**config.mk**
```make
export PLATFORM = sky130hd
export DESIGN_NAME = sadc_reader
export DESIGN_NICKNAME = d
export VERILOG_FILES = /design/src/rtl/sadc_pkg.sv /design/src/rtl/sadc_half_div.sv /design/src/rtl/sadc_eoc_timer.sv /design/src/rtl/sadc_frame_cap.sv /design/src/rtl/sadc_reader.sv
export SDC_FILE = /design/constraint.sdc
export NUM_CORES = 1
export LEC_CHECK = 0
export ABC_AREA = 1
export CAP_MARGIN = 20
export CELL_PAD_IN_SITES_DETAIL_PLACEMENT = 0
export CELL_PAD_IN_SITES_GLOBAL_PLACEMENT = 1
export CORE_MARGIN = 1.5
export CORE_UTILIZATION = 49
export DETAILED_ROUTE_END_ITERATION = 10
export DONT_BUFFER_PORTS = 1
export GPL_TIMING_DRIVEN = 0
export PLACE_DENSITY = 0.92
export SYNTH_ARGS = -nofsm -noshare
export SYNTH_HDL_FRONTEND = slang
export SYNTH_HIERARCHICAL = 1
export SYNTH_SLANG_ARGS = --single-unit
```
**constraint.sdc**
```tcl
create_clock -name clk -period 5.67 [get_ports clk]
set_input_delay 0.567 -clock clk [delete_from_list [all_inputs] [get_ports clk]]
set_output_delay 0.567 -clock clk [all_outputs]
set_load 0.02 [all_outputs]
```
**src/rtl/sadc_pkg.sv**
```systemverilog
package sadc_pkg;

  typedef enum logic [2:0] {
    ST_IDLE,
    ST_PARK,
    ST_SEL,
    ST_WAIT,
    ST_LOW,
    ST_HIGH,
    ST_DONE
  } sadc_state_e;

endpackage

```
**src/rtl/sadc_half_div.sv**
```systemverilog
// Half-period tick generator for the serial clock.
module sadc_half_div #(
  parameter int HALF_DIV = 4
) (
  input  logic clk,
  input  logic rst,
  input  logic clr,
  output logic tick
);
  localparam int CW = (HALF_DIV > 1) ? $clog2(HALF_DIV) : 1;
  localparam logic [CW-1:0] LAST = CW'(HALF_DIV - 1);

  logic [CW-1:0] cnt;

  assign tick = !clr && (cnt == LAST);

  always_ff @(posedge clk) begin
    if (rst || clr || tick) cnt <= '0;
    else                    cnt <= cnt + 1'b1;
  end
endmodule

```
**src/rtl/sadc_eoc_timer.sv**
```systemverilog
// Counts cycles spent waiting for end of conversion.
module sadc_eoc_timer #(
  parameter int EOC_LIMIT = 4096
) (
  input  logic clk,
  input  logic rst,
  input  logic en,
  output logic expired
);
  localparam int TW = $clog2(EOC_LIMIT + 1);
  localparam logic [TW-1:0] LAST = TW'(EOC_LIMIT - 1);

  logic [TW-1:0] cnt;

  assign expired = en && (cnt == LAST);

  always_ff @(posedge clk) begin
    if (rst || !en)    cnt <= '0;
    else if (!expired) cnt <= cnt + 1'b1;
  end
endmodule

```
**src/rtl/sadc_frame_cap.sv**
```systemverilog
// Shift register for one serial frame, with the fields split out.
module sadc_frame_cap #(
  parameter int DATA_W = 12,
  parameter int LEAD_W = 3
) (
  input  logic              clk,
  input  logic              rst,
  input  logic              clr,
  input  logic              cap,
  input  logic              bit_in,
  output logic [DATA_W-1:0] data,
  output logic              chan,
  output logic              lead_ok
);
  localparam int FRAME_W = LEAD_W + 1 + DATA_W;

  logic [FRAME_W-1:0] sr;

  always_ff @(posedge clk) begin
    if (rst || clr) sr <= '0;
    else if (cap)   sr <= {sr[FRAME_W-2:0], bit_in};
  end

  assign data    = sr[DATA_W-1:0];
  assign chan    = sr[DATA_W];
  assign lead_ok = &sr[FRAME_W-1 -: LEAD_W];
endmodule

```
**src/rtl/sadc_reader.sv**
```systemverilog
module sadc_reader #(
  parameter int HALF_DIV  = 4,
  parameter int EOC_LIMIT = 4096,
  parameter int DATA_W    = 12,
  parameter int LEAD_W    = 3
) (
  input  logic              clk,
  input  logic              rst,
  input  logic              start_req,
  input  logic              start_int,
  input  logic              sdi,
  output logic              sclk_o,
  output logic              cs_n_o,
  output logic [DATA_W-1:0] result,
  output logic              chan_id,
  output logic              valid,
  output logic              frame_err,
  output logic              timeout_err
);
  import sadc_pkg::*;

  localparam int FRAME_W = LEAD_W + 1 + DATA_W;
  localparam int BW      = $clog2(FRAME_W);
  localparam logic [BW-1:0] LAST_BIT = BW'(FRAME_W - 1);

  sadc_state_e       st;
  logic              is_int;
  logic [BW-1:0]     bitn;
  logic              tick, div_clr;
  logic              tmo;
  logic              cap_en, cap_clr;
  logic [DATA_W-1:0] cap_data;
  logic              cap_chan, cap_lead_ok;

  assign div_clr = (st == ST_IDLE) || (st == ST_WAIT);
  assign cap_en  = (st == ST_LOW) && tick;
  assign cap_clr = (st == ST_IDLE) && start_req;

  sadc_half_div #(.HALF_DIV(HALF_DIV)) u_div (
    .clk(clk), .rst(rst), .clr(div_clr), .tick(tick)
  );

  sadc_eoc_timer #(.EOC_LIMIT(EOC_LIMIT)) u_tmr (
    .clk(clk), .rst(rst), .en(st == ST_WAIT), .expired(tmo)
  );

  sadc_frame_cap #(.DATA_W(DATA_W), .LEAD_W(LEAD_W)) u_cap (
    .clk(clk), .rst(rst), .clr(cap_clr), .cap(cap_en), .bit_in(sdi),
    .data(cap_data), .chan(cap_chan), .lead_ok(cap_lead_ok)
  );

  always_ff @(posedge clk) begin
    if (rst) begin
      st          <= ST_IDLE;
      is_int      <= 1'b0;
      bitn        <= '0;
      sclk_o      <= 1'b0;
      cs_n_o      <= 1'b1;
      result      <= '0;
      chan_id     <= 1'b0;
      valid       <= 1'b0;
      frame_err   <= 1'b0;
      timeout_err <= 1'b0;
    end else begin
      valid       <= 1'b0;
      frame_err   <= 1'b0;
      timeout_err <= 1'b0;
      case (st)
        ST_IDLE: if (start_req) begin
          is_int <= start_int;
          sclk_o <= start_int;   // mode level set up before select
          st     <= ST_PARK;
        end
        ST_PARK: if (tick) begin
          cs_n_o <= 1'b0;
          st     <= ST_SEL;
        end
        ST_SEL: if (tick) begin
          bitn <= '0;
          if (is_int) begin
            sclk_o <= 1'b0;      // single edge that starts conversion
            st     <= ST_WAIT;
          end else begin
            st     <= ST_LOW;
          end
        end
        ST_WAIT: begin
          if (sdi) begin
            st <= ST_LOW;
          end else if (tmo) begin
            cs_n_o      <= 1'b1;
            timeout_err <= 1'b1;
            st          <= ST_IDLE;
          end
        end
        ST_LOW: if (tick) begin
          sclk_o <= 1'b1;        // data captured on this edge
          st     <= ST_HIGH;
        end
        ST_HIGH: if (tick) begin
          sclk_o <= 1'b0;
          if (bitn == LAST_BIT) begin
            st <= ST_DONE;
          end else begin
            bitn <= bitn + 1'b1;
            st   <= ST_LOW;
          end
        end
        ST_DONE: if (tick) begin
          cs_n_o    <= 1'b1;
          valid     <= 1'b1;
          result    <= cap_data;
          chan_id   <= cap_chan;
          frame_err <= !cap_lead_ok;
          st        <= ST_IDLE;
        end
        default: st <= ST_IDLE;
      endcase
    end
  end
endmodule

```
After elaboration in Yosys (flattened, before gate mapping)
Cells that the tools add are included.

Flip-flop bits (word level): 57. Input bits: 5. Output and inout bits: 18. Word-level logic and storage cells: 91.

$add $sub $neg: 3. Equal/unequal tests: 20. Muxes and demuxes: 26. Bitwise gates (word level): 3. Reductions and logical operators: 26.

Operators by type and width (count): 2-to-1 mux 3 bit (9); case mux 3 bit (7 select lines) (1); != test 2 bit (second input constant) (10); adder 13 x 1 -> 13 bit (second input constant) (1); == test 13 x 12 -> 1 bit (second input constant) (1); 2-to-1 mux 4 bit (3); == test 3 bit (second input constant) (3); 2-to-1 mux 1 bit (9); case mux 4 bit (2 select lines) (1); AND reduction 7 bit (1); == test 3 x 2 -> 1 bit (second input constant) (2); AND reduction 6 bit (1); OR reduction 3 bit (2); logical OR 1 bit (5); AND reduction 5 bit (1); adder 4 x 1 -> 4 bit (second input constant) (1); == test 4 bit (second input constant) (1); logical AND 1 bit (4); case mux 1 bit (4 select lines) (1); AND reduction 2 bit (2); AND reduction 4 bit (1); nonzero test 4 bit (1); == test 3 x 1 -> 1 bit (second input constant) (1); logical NOT 1 bit (3); 11 further kinds (13).

Longest topological paths before layout
Gate-level depths: netlist (run 1).

Depth after elaboration: 6. Gate-level depth with buffers: 15.

Cells and area by module
The synthesis (run 1) kept the hierarchy.

Modules (own cells, without submodules): sadc_reader (times used 1, cells each 184, area an instance 1347.5 um2); sadc_frame_cap (times used 1, cells each 115, area an instance 765.7 um2); sadc_eoc_timer (times used 1, cells each 103, area an instance 753.2 um2); sadc_half_div (times used 1, cells each 11, area an instance 82.6 um2).

Least setup slack after synthesis (run 1)
OpenSTA, ideal clock, no wires.

Path type: register to register. Start: register st[0]. End: register cs_n_o. Library setup time: 0.123 ns. Data arrival time: 1.669 ns. Required time: 5.547 ns. Setup slack: 3.878 ns. Cell stages (with the launch flop): 15. Path buffers: 1. Cell sequence: dfxtp_1 > buf_6 > nand2_2 > nor2_4 > inv_2 > nor2_1 > inv_1 > nor2_4 > inv_1 > o21ai_0 > nand2_1 > a21oi_1 > inv_1 > nand2_1 > nand3_1.

RTL lines: start: declaration (line sadc_reader.sv:26) `sadc_state_e st;`; start signal: assignment (line sadc_reader.sv:54) `st <= ST_IDLE;`; start signal: assignment (line sadc_reader.sv:72) `st <= ST_PARK;`; start signal: assignment (line sadc_reader.sv:76) `st <= ST_SEL;`; == test 3 x 2 -> 1 bit (line sadc_reader.sv:44) `.clk(clk), .rst(rst), .en(st == ST_WAIT), .expired(tmo)`; logical AND 1 bit (line sadc_eoc_timer.sv:15) `assign expired = en && (cnt == LAST);`; via tmo (line sadc_reader.sv:30) `logic tmo;`; != test 2 bit (no line); AND reduction 5 bit (no line); end signal: assignment (line sadc_reader.sv:58) `cs_n_o <= 1'b1;`; end signal: assignment (line sadc_reader.sv:75) `cs_n_o <= 1'b0;`; end signal: assignment (line sadc_reader.sv:91) `cs_n_o <= 1'b1;`; end: declaration (line sadc_reader.sv:13) `output logic cs_n_o,`.

The timed path passes the listed nets, and every way through them passes these cells. A chain may end at the register's enable or synchronous reset.

Worst setup path after layout (run 1)
Start: register st[2]. End: register u_cap.sr[3].

Cells in the longest elaborated chain, start to end: 5.

RTL lines: == test 3 x 2 -> 1 bit or logical NOT 3 bit (tied branches) (line sadc_reader.sv:35) `assign div_clr = (st == ST_IDLE) || (st == ST_WAIT);`; logical OR 1 bit (*) (line sadc_reader.sv:35); via div_clr (line sadc_reader.sv:29) `logic tick, div_clr;`; logical NOT 1 bit (*) (line sadc_half_div.sv:15) `assign tick = !clr && (cnt == LAST);`; logical AND 1 bit (*) (line sadc_half_div.sv:15); via tick (line sadc_reader.sv:29); logical AND 1 bit (*) (line sadc_reader.sv:36) `assign cap_en = (st == ST_LOW) && tick;`; via cap_en (line sadc_reader.sv:31) `logic cap_en, cap_clr;`; end signal: assignment (line sadc_frame_cap.sv:21) `else if (cap) sr <= {sr[FRAME_W-2:0], bit_in};`; end: declaration (line sadc_frame_cap.sv:17) `logic [FRAME_W-1:0] sr;`.

The timed path passes the listed nets; every way through them passes the cells marked *.

==> out/results.txt, run 1 <==
synth unique cells: 33
starting density of the core: 0.5041
Area growth syn-to-layout: 10.95%
largest net degree at the start of global routing: 11
CTS tree: yes
Synth Area in Compound Gates: 0.06237
crit path buf inv count: 5
multiplexer share of the synthesized area: 0
nets: 432
critical path's slowest cell: dfxtp_1
Post-CTS Setup Bufs: 0
Power Internal: 0.7853 mW
Via density: 4.776
fin crit share: 0.3528
crit end category: flop
setup tns final: 0 ns
Layout Skew: 0.007281 ns
sequential share of power: 0.385
max cap viols: 0
DR WL/cell: 11.52 um
I/O Buffers: 0
Rows: 28
Max-slew headroom: 0.6878
core region area: 5851 sq um
total clock sinks: 57
switching share of power: 0.3101
Final Instance Count excl. Fillers: 504
Crit path max-delay family: buffers and inverters
WP data arrival: 2.24 ns
Setup crit start kind: flop
PD cells: 347.9 nW/um^2
Sw Pwr: 0.3529 mW
post-route minimum period: 2.000 ns
Tot Pwr: 1.138 mW
Cell Chain, Critical Path: buf_6 > inv_1 > nand2_1 > nand2_1 > nor2_1 > buf_4 > inv_2 > nor2_1 > buf_2 > nand2_1 > nand2_1 > nor2_1
GR Util All Layers: 0.1997
Iteration-0 DRC Markers: 102
CTS Buf Count: 9
combinational share of power: 0.232
clock slew at reported path FFs: 0.07 ns
area fraction in and, or, nand and nor cells after synthesis: 0.3912
CP Max Fanout: 10
GRT Residual Overflow: 0
dpl hpwl: 4149 um
first-pass GRT wire length: 9811 um
Avg Synthesized Cell Area: 7.141 sq um
Mapped Nets: 421
Synth Area in XOR/XNOR: 0.01782
total die area: 6493 sq um
final hold vios: 0
Crit Path Class: flop to flop
vias in the first global route: 2232
Routed WL: 5805 um
drt first pass iters: 4
static leakage: 1.326 nW
Via Count: 2407
Clock Tree Root: clkbuf_8
Post-Syn Instances: 413
Peak supply drop: 0.2137 mV
H-Tree Depth: 3
Die X: 80.58 um
Residual DRC: 0
I/O Pins: 23
worst hold path type: primary input to flop
Clk network pwr share: 0.383
Critical Path RT: 5.91 ns
hold_ws: 0.3013 ns
cell area after layout: 3272 sq um
DP Cell Count: 488
max-slew violation total from the final report: 0
status: completed
Cell Area, Synth: 2949 sq um
global placement routability congestion: 0.8307
clk buf depth: 2
most used cell, CP: nand2_1
clock latency on the worst-skew pair: 0.34 ns
Seq cells post-synth: 57
initial antenna violation count: 0
Max stage delay on crit path: 0.33 ns
Synth Warn #: 6
combinational family with the most area after synthesis: simple AND/OR/NAND/NOR gates
slew at the pin with the worst max-slew slack: 0.4683 ns
RSZ-0062 raised after global routing: no
f_max: 499.9 MHz
final setup vio count: 0
post-route antenna net violation count: 0
DP Area: 3043 sq um
share of cells above drive strength 1: 0.1795
die height: 80.58 um
post-synthesis sequential area ratio: 0.3869
Post-Synth Adder-Cell Area: 0.01273
post-CTS sizing: 0
hold_buf cts: 0
ANT cells: 0
## cell families (layout without fill, tap and decap cells)
logic type / count (synthesis) / after routing
xor+xnor: 6 / 6
compound gates: 34 / 34
fa+ha+maj: 3 / 3
simple gates: 238 / 238
flops: 57 / 57
buf+inv: 75 / 91
## registers in the layout, summed over array words and instances (netlist names), 2 cells and up
register and cells:
bitn 4, u_div/cnt 2, u_cap/sr 16, u_tmr/cnt 13
st 3, result 12
## power groups by stage
stage,sequential [mW],combinational [mW],clock (mW)
after CTS,0.438,0.266,0.445
final,0.438,0.264,0.436
after floorplan,0.445,0.228,0
after global routing,0.440,0.301,0.462
after detailed placement,0.447,0.265,0
after global placement,0.447,0.262,0
## final timing paths
| check | from | to | slack, ns | cells after the start |
|---|---|---|---|---|
| setup / recovery | st[2] | u_cap/sr[3] | 3.67 | 12 |
| hold / removal | sdi | timeout_err | 0.30 | 1 |
| setup reg to reg | st[2] | u_cap/sr[3] | 3.67 | 12 |
| hold reg to reg | u_div/cnt[0] | u_div/cnt[0] | 0.42 | 1 |
## Yosys cell counts, drive strengths merged
| library cell | number | area [sq um] |
|---|---|---|
| o211ai | 1 | 7.510 |
| ha | 3 | 37.54 |
| xnor2 | 3 | 26.28 |
| inv | 47 | 176.4 |
| clkinv | 3 | 11.26 |
| a21oi | 27 | 146.4 |
| dfxtp | 57 | 1141 |
| clkbuf | 2 | 7.510 |
| nor2 | 82 | 391.6 |
| buf | 23 | 185.2 |
| nand2 | 110 | 450.4 |
| o21ai | 6 | 30.03 |
| nor4 | 1 | 6.260 |
| nand3b | 5 | 50.05 |
| nand3 | 33 | 195.2 |
| xor2 | 3 | 26.28 |
| nand4 | 4 | 40.04 |
| nor3 | 3 | 20.02 |
## final cells by class
class                   instances  area [sq um]
plain buffers                  25         192.7
clock buffers                  11         151.4
clock inverters                 5         77.57
fillers                       583          2579
inverters                      50         187.7
multi-input cells             281          1428
flip-flops and latches         57          1141
well taps                      75         93.84
## worst register-to-register path: cells and delay by family, from the launching register on
family / cells / cell delay, ns
simple gates: 7 / 0.72
flops: 1 / 0.33
buf+inv: 5 / 0.83
## per-layer routing
metal,up-vias,track usage,share of wire
met3,8,0.05341,0.041
li1,1288,-,-
met2,36,0.3244,0.46
met1,1075,0.2364,0.48
met4,0,0.1121,0.022
met5,-,0,0
## cell usage in the layout (no fill, tap or decap), types with 2 or more instances in the layout
cell type	count
xor2_1	3
nand4_1	3
clkinv_2	2
nor3_1	2
buf_4	16
nand3b_1	4
o21ai_0	6
bufinv_16	2
nor2_1	66
clkbuf_8	11
nand3_4	2
ha_1	3
inv_1	40
nor2_2	9
nand2_1	101
clkinv_1	3
xnor2_1	3
clkbuf_1	2
dfxtp_1	57
nor2_4	6
nand2_2	6
inv_2	7
buf_6	5
nand3_1	30
nand2_4	3
a21oi_1	26
## per-stage QoR
step | util | worst slack, ns
3_3_place_gp | 0.5201 | 3.690
5_1_grt | 0.5592 | 3.435
4_1_cts | 0.5592 | 3.653
6_report | 0.5592 | 3.670
3_5_place_dp | 0.5201 | 3.683
2_1_floorplan | - | 3.878
Note: power is estimated with default switching activity, not from simulation.
==> run 2, diff against run 1 <==
- CORE_UTILIZATION: 49 -> 46
- PLACE_DENSITY: 0.92 -> 0.88
- clock period: 5.67 -> 1.9 ns (I/O delays scaled with it)
==> out/results.txt, run 2 (same netlist as run 1, synthesis figures left out) <==
Tot Pwr: 3.589 mW
max cap viols: 0
total clock sinks: 57
I/O Pins: 23
Largest register FFs: 16
fin crit share: 0.9181
Layout Skew: 0.009782 ns
Setup crit start kind: flop
Rows: 28
clock slew at reported path FFs: 0.07 ns
drt first pass iters: 4
Routed WL: 5841 um
most common cell after layout, fill and taps aside: nand2_1
Die X: 83.07 um
biggest regs: u_cap/sr: 16 flops, u_tmr/cnt: 13 flops, result: 12 flops
static leakage: 1.401 nW
total die area: 6901 sq um
die height: 83.07 um
Area growth syn-to-layout: 16.08%
setup tns final: 0 ns
largest net degree at the start of global routing: 11
Via Count: 2439
PD cells: 1048 nW/um^2
CTS Buf Count: 9
status: completed
f_max: 573.3 MHz
Multi-input gate area: 1449 sq um
final setup vio count: 0
Crit Path Class: flop to flop
H-Tree Depth: 3
Residual DRC: 0
fill count: 599
dpl hpwl: 4116 um
first-pass GRT wire length: 9908 um
RSZ-0062 raised after global routing: yes
DR WL/cell: 11.28 um
nets: 446
CP Max Fanout: 10
initial antenna violation count: 0
DP Area: 3043 sq um
global placement routability congestion: 0.7481
clk buf depth: 2
fin util: 0.5648
final hold vios: 0
register bank with the most flops: u_cap/sr
crit end category: flop
most frequent cells in the layout: nand2_1, nor2_1, dfxtp_1, inv_1
GRT Residual Overflow: 0
ANT cells: 0
worst hold path type: primary input to flop
Critical Path RT: 2.13 ns
register area: 1144 sq um
Iteration-0 DRC Markers: 107
Via density: 4.708
post-route minimum period: 1.744 ns
Max-slew headroom: 0.6756
core region area: 6061 sq um
GR Util All Layers: 0.1790
slew at the pin with the worst max-slew slack: 0.4867 ns
post-route antenna net violation count: 0
share of cells above drive strength 1: 0.2144
Clock Tree Root: clkbuf_8
max-slew violation total from the final report: 0
CTS tree: yes
WP data arrival: 1.98 ns
clock latency on the worst-skew pair: 0.34 ns
Peak supply drop: 0.6874 mV
cell area after layout: 3423 sq um
I/O Buffers: 0
starting density of the core: 0.4866
vias in the first global route: 2222
[run 2: changes by cell type in the layout (fill, tap and decap cells not counted), moves of 2 or more]
| cell | change |
|---|---|
| buf_4 | +14 |
| dfxtp_1 | -2 |
| dfxtp_2 | +2 |
| nor2_1 | -2 |
| nor2_4 | +2 |
[run 2: where the power goes]
part	total (mW)	switching [mW]	internal [mW]
Clock	1.39	0.481	0.905
Combinational	0.896	0.537	0.359
Sequential	1.31	0.0490	1.26
Total	3.59	1.07	2.52
[run 2: stage by stage]
step	hold slack, ns	worst slack (ns)	std cells
CTS	0.005182	0.04348	508
finish	0.01803	0.1556	518
global route	0.01253	-0.01536	518
floorplan	0.2670	0.1080	413
global placement	0.2819	-0.08104	488
detailed placement	0.2865	-0.09785	488
[run 2: critical path, cell delays in order, from the launching register on]
cell	delay, ns
dfxtp_1	0.33
buf_6	0.15
nand2_2	0.08
nor2_4	0.14
inv_1	0.07
nand2_1	0.07
nor2_1	0.05
buf_4	0.15
inv_4	0.11
nand3_1	0.08
nand3_1	0.13
inv_2	0.07
nand2_4	0.08
nand2_1	0.05
nand2_1	0.05
nor2_1	0.04
[run 2: worst paths after layout]
kind	slack, ns	from	end	depth (start not counted)
worst min-delay path	0.02	rst	u_cap/sr[1]	3
worst max register to register	0.16	st[1]	st[1]	15
worst min register to register	0.42	u_div/cnt[0]	u_div/cnt[0]	1
worst max-delay path	0.16	st[1]	st[1]	15
[run 2: per-layer routing]
layer / global-route usage / part of all wire / up-vias
met5: 0 / 0 / -
li1: - / - / 1322
met3: 0.05368 / 0.048 / 13
met2: 0.2993 / 0.46 / 38
met1: 0.2099 / 0.47 / 1066
met4: 0.08333 / 0.023 / 0
[run 2: cell type report]
type                       instances  share of cell area
tap                               75             0.02741
buffer                            25             0.05702
timing repair buffer              14             0.03143
multi-input combinational        281              0.4232
sequential                        57              0.3341
clock buffer                      11             0.04130
inverter                          50             0.05556
clock inverter                     5             0.02997
[run 2: what timing repair did]
item	CTS	global route
pin swaps	2	0
hold endpoints to repair	1	0
hold buffers	1	0
gates resized for setup	3	8
setup buffers	3	10
setup endpoints to repair	18	23
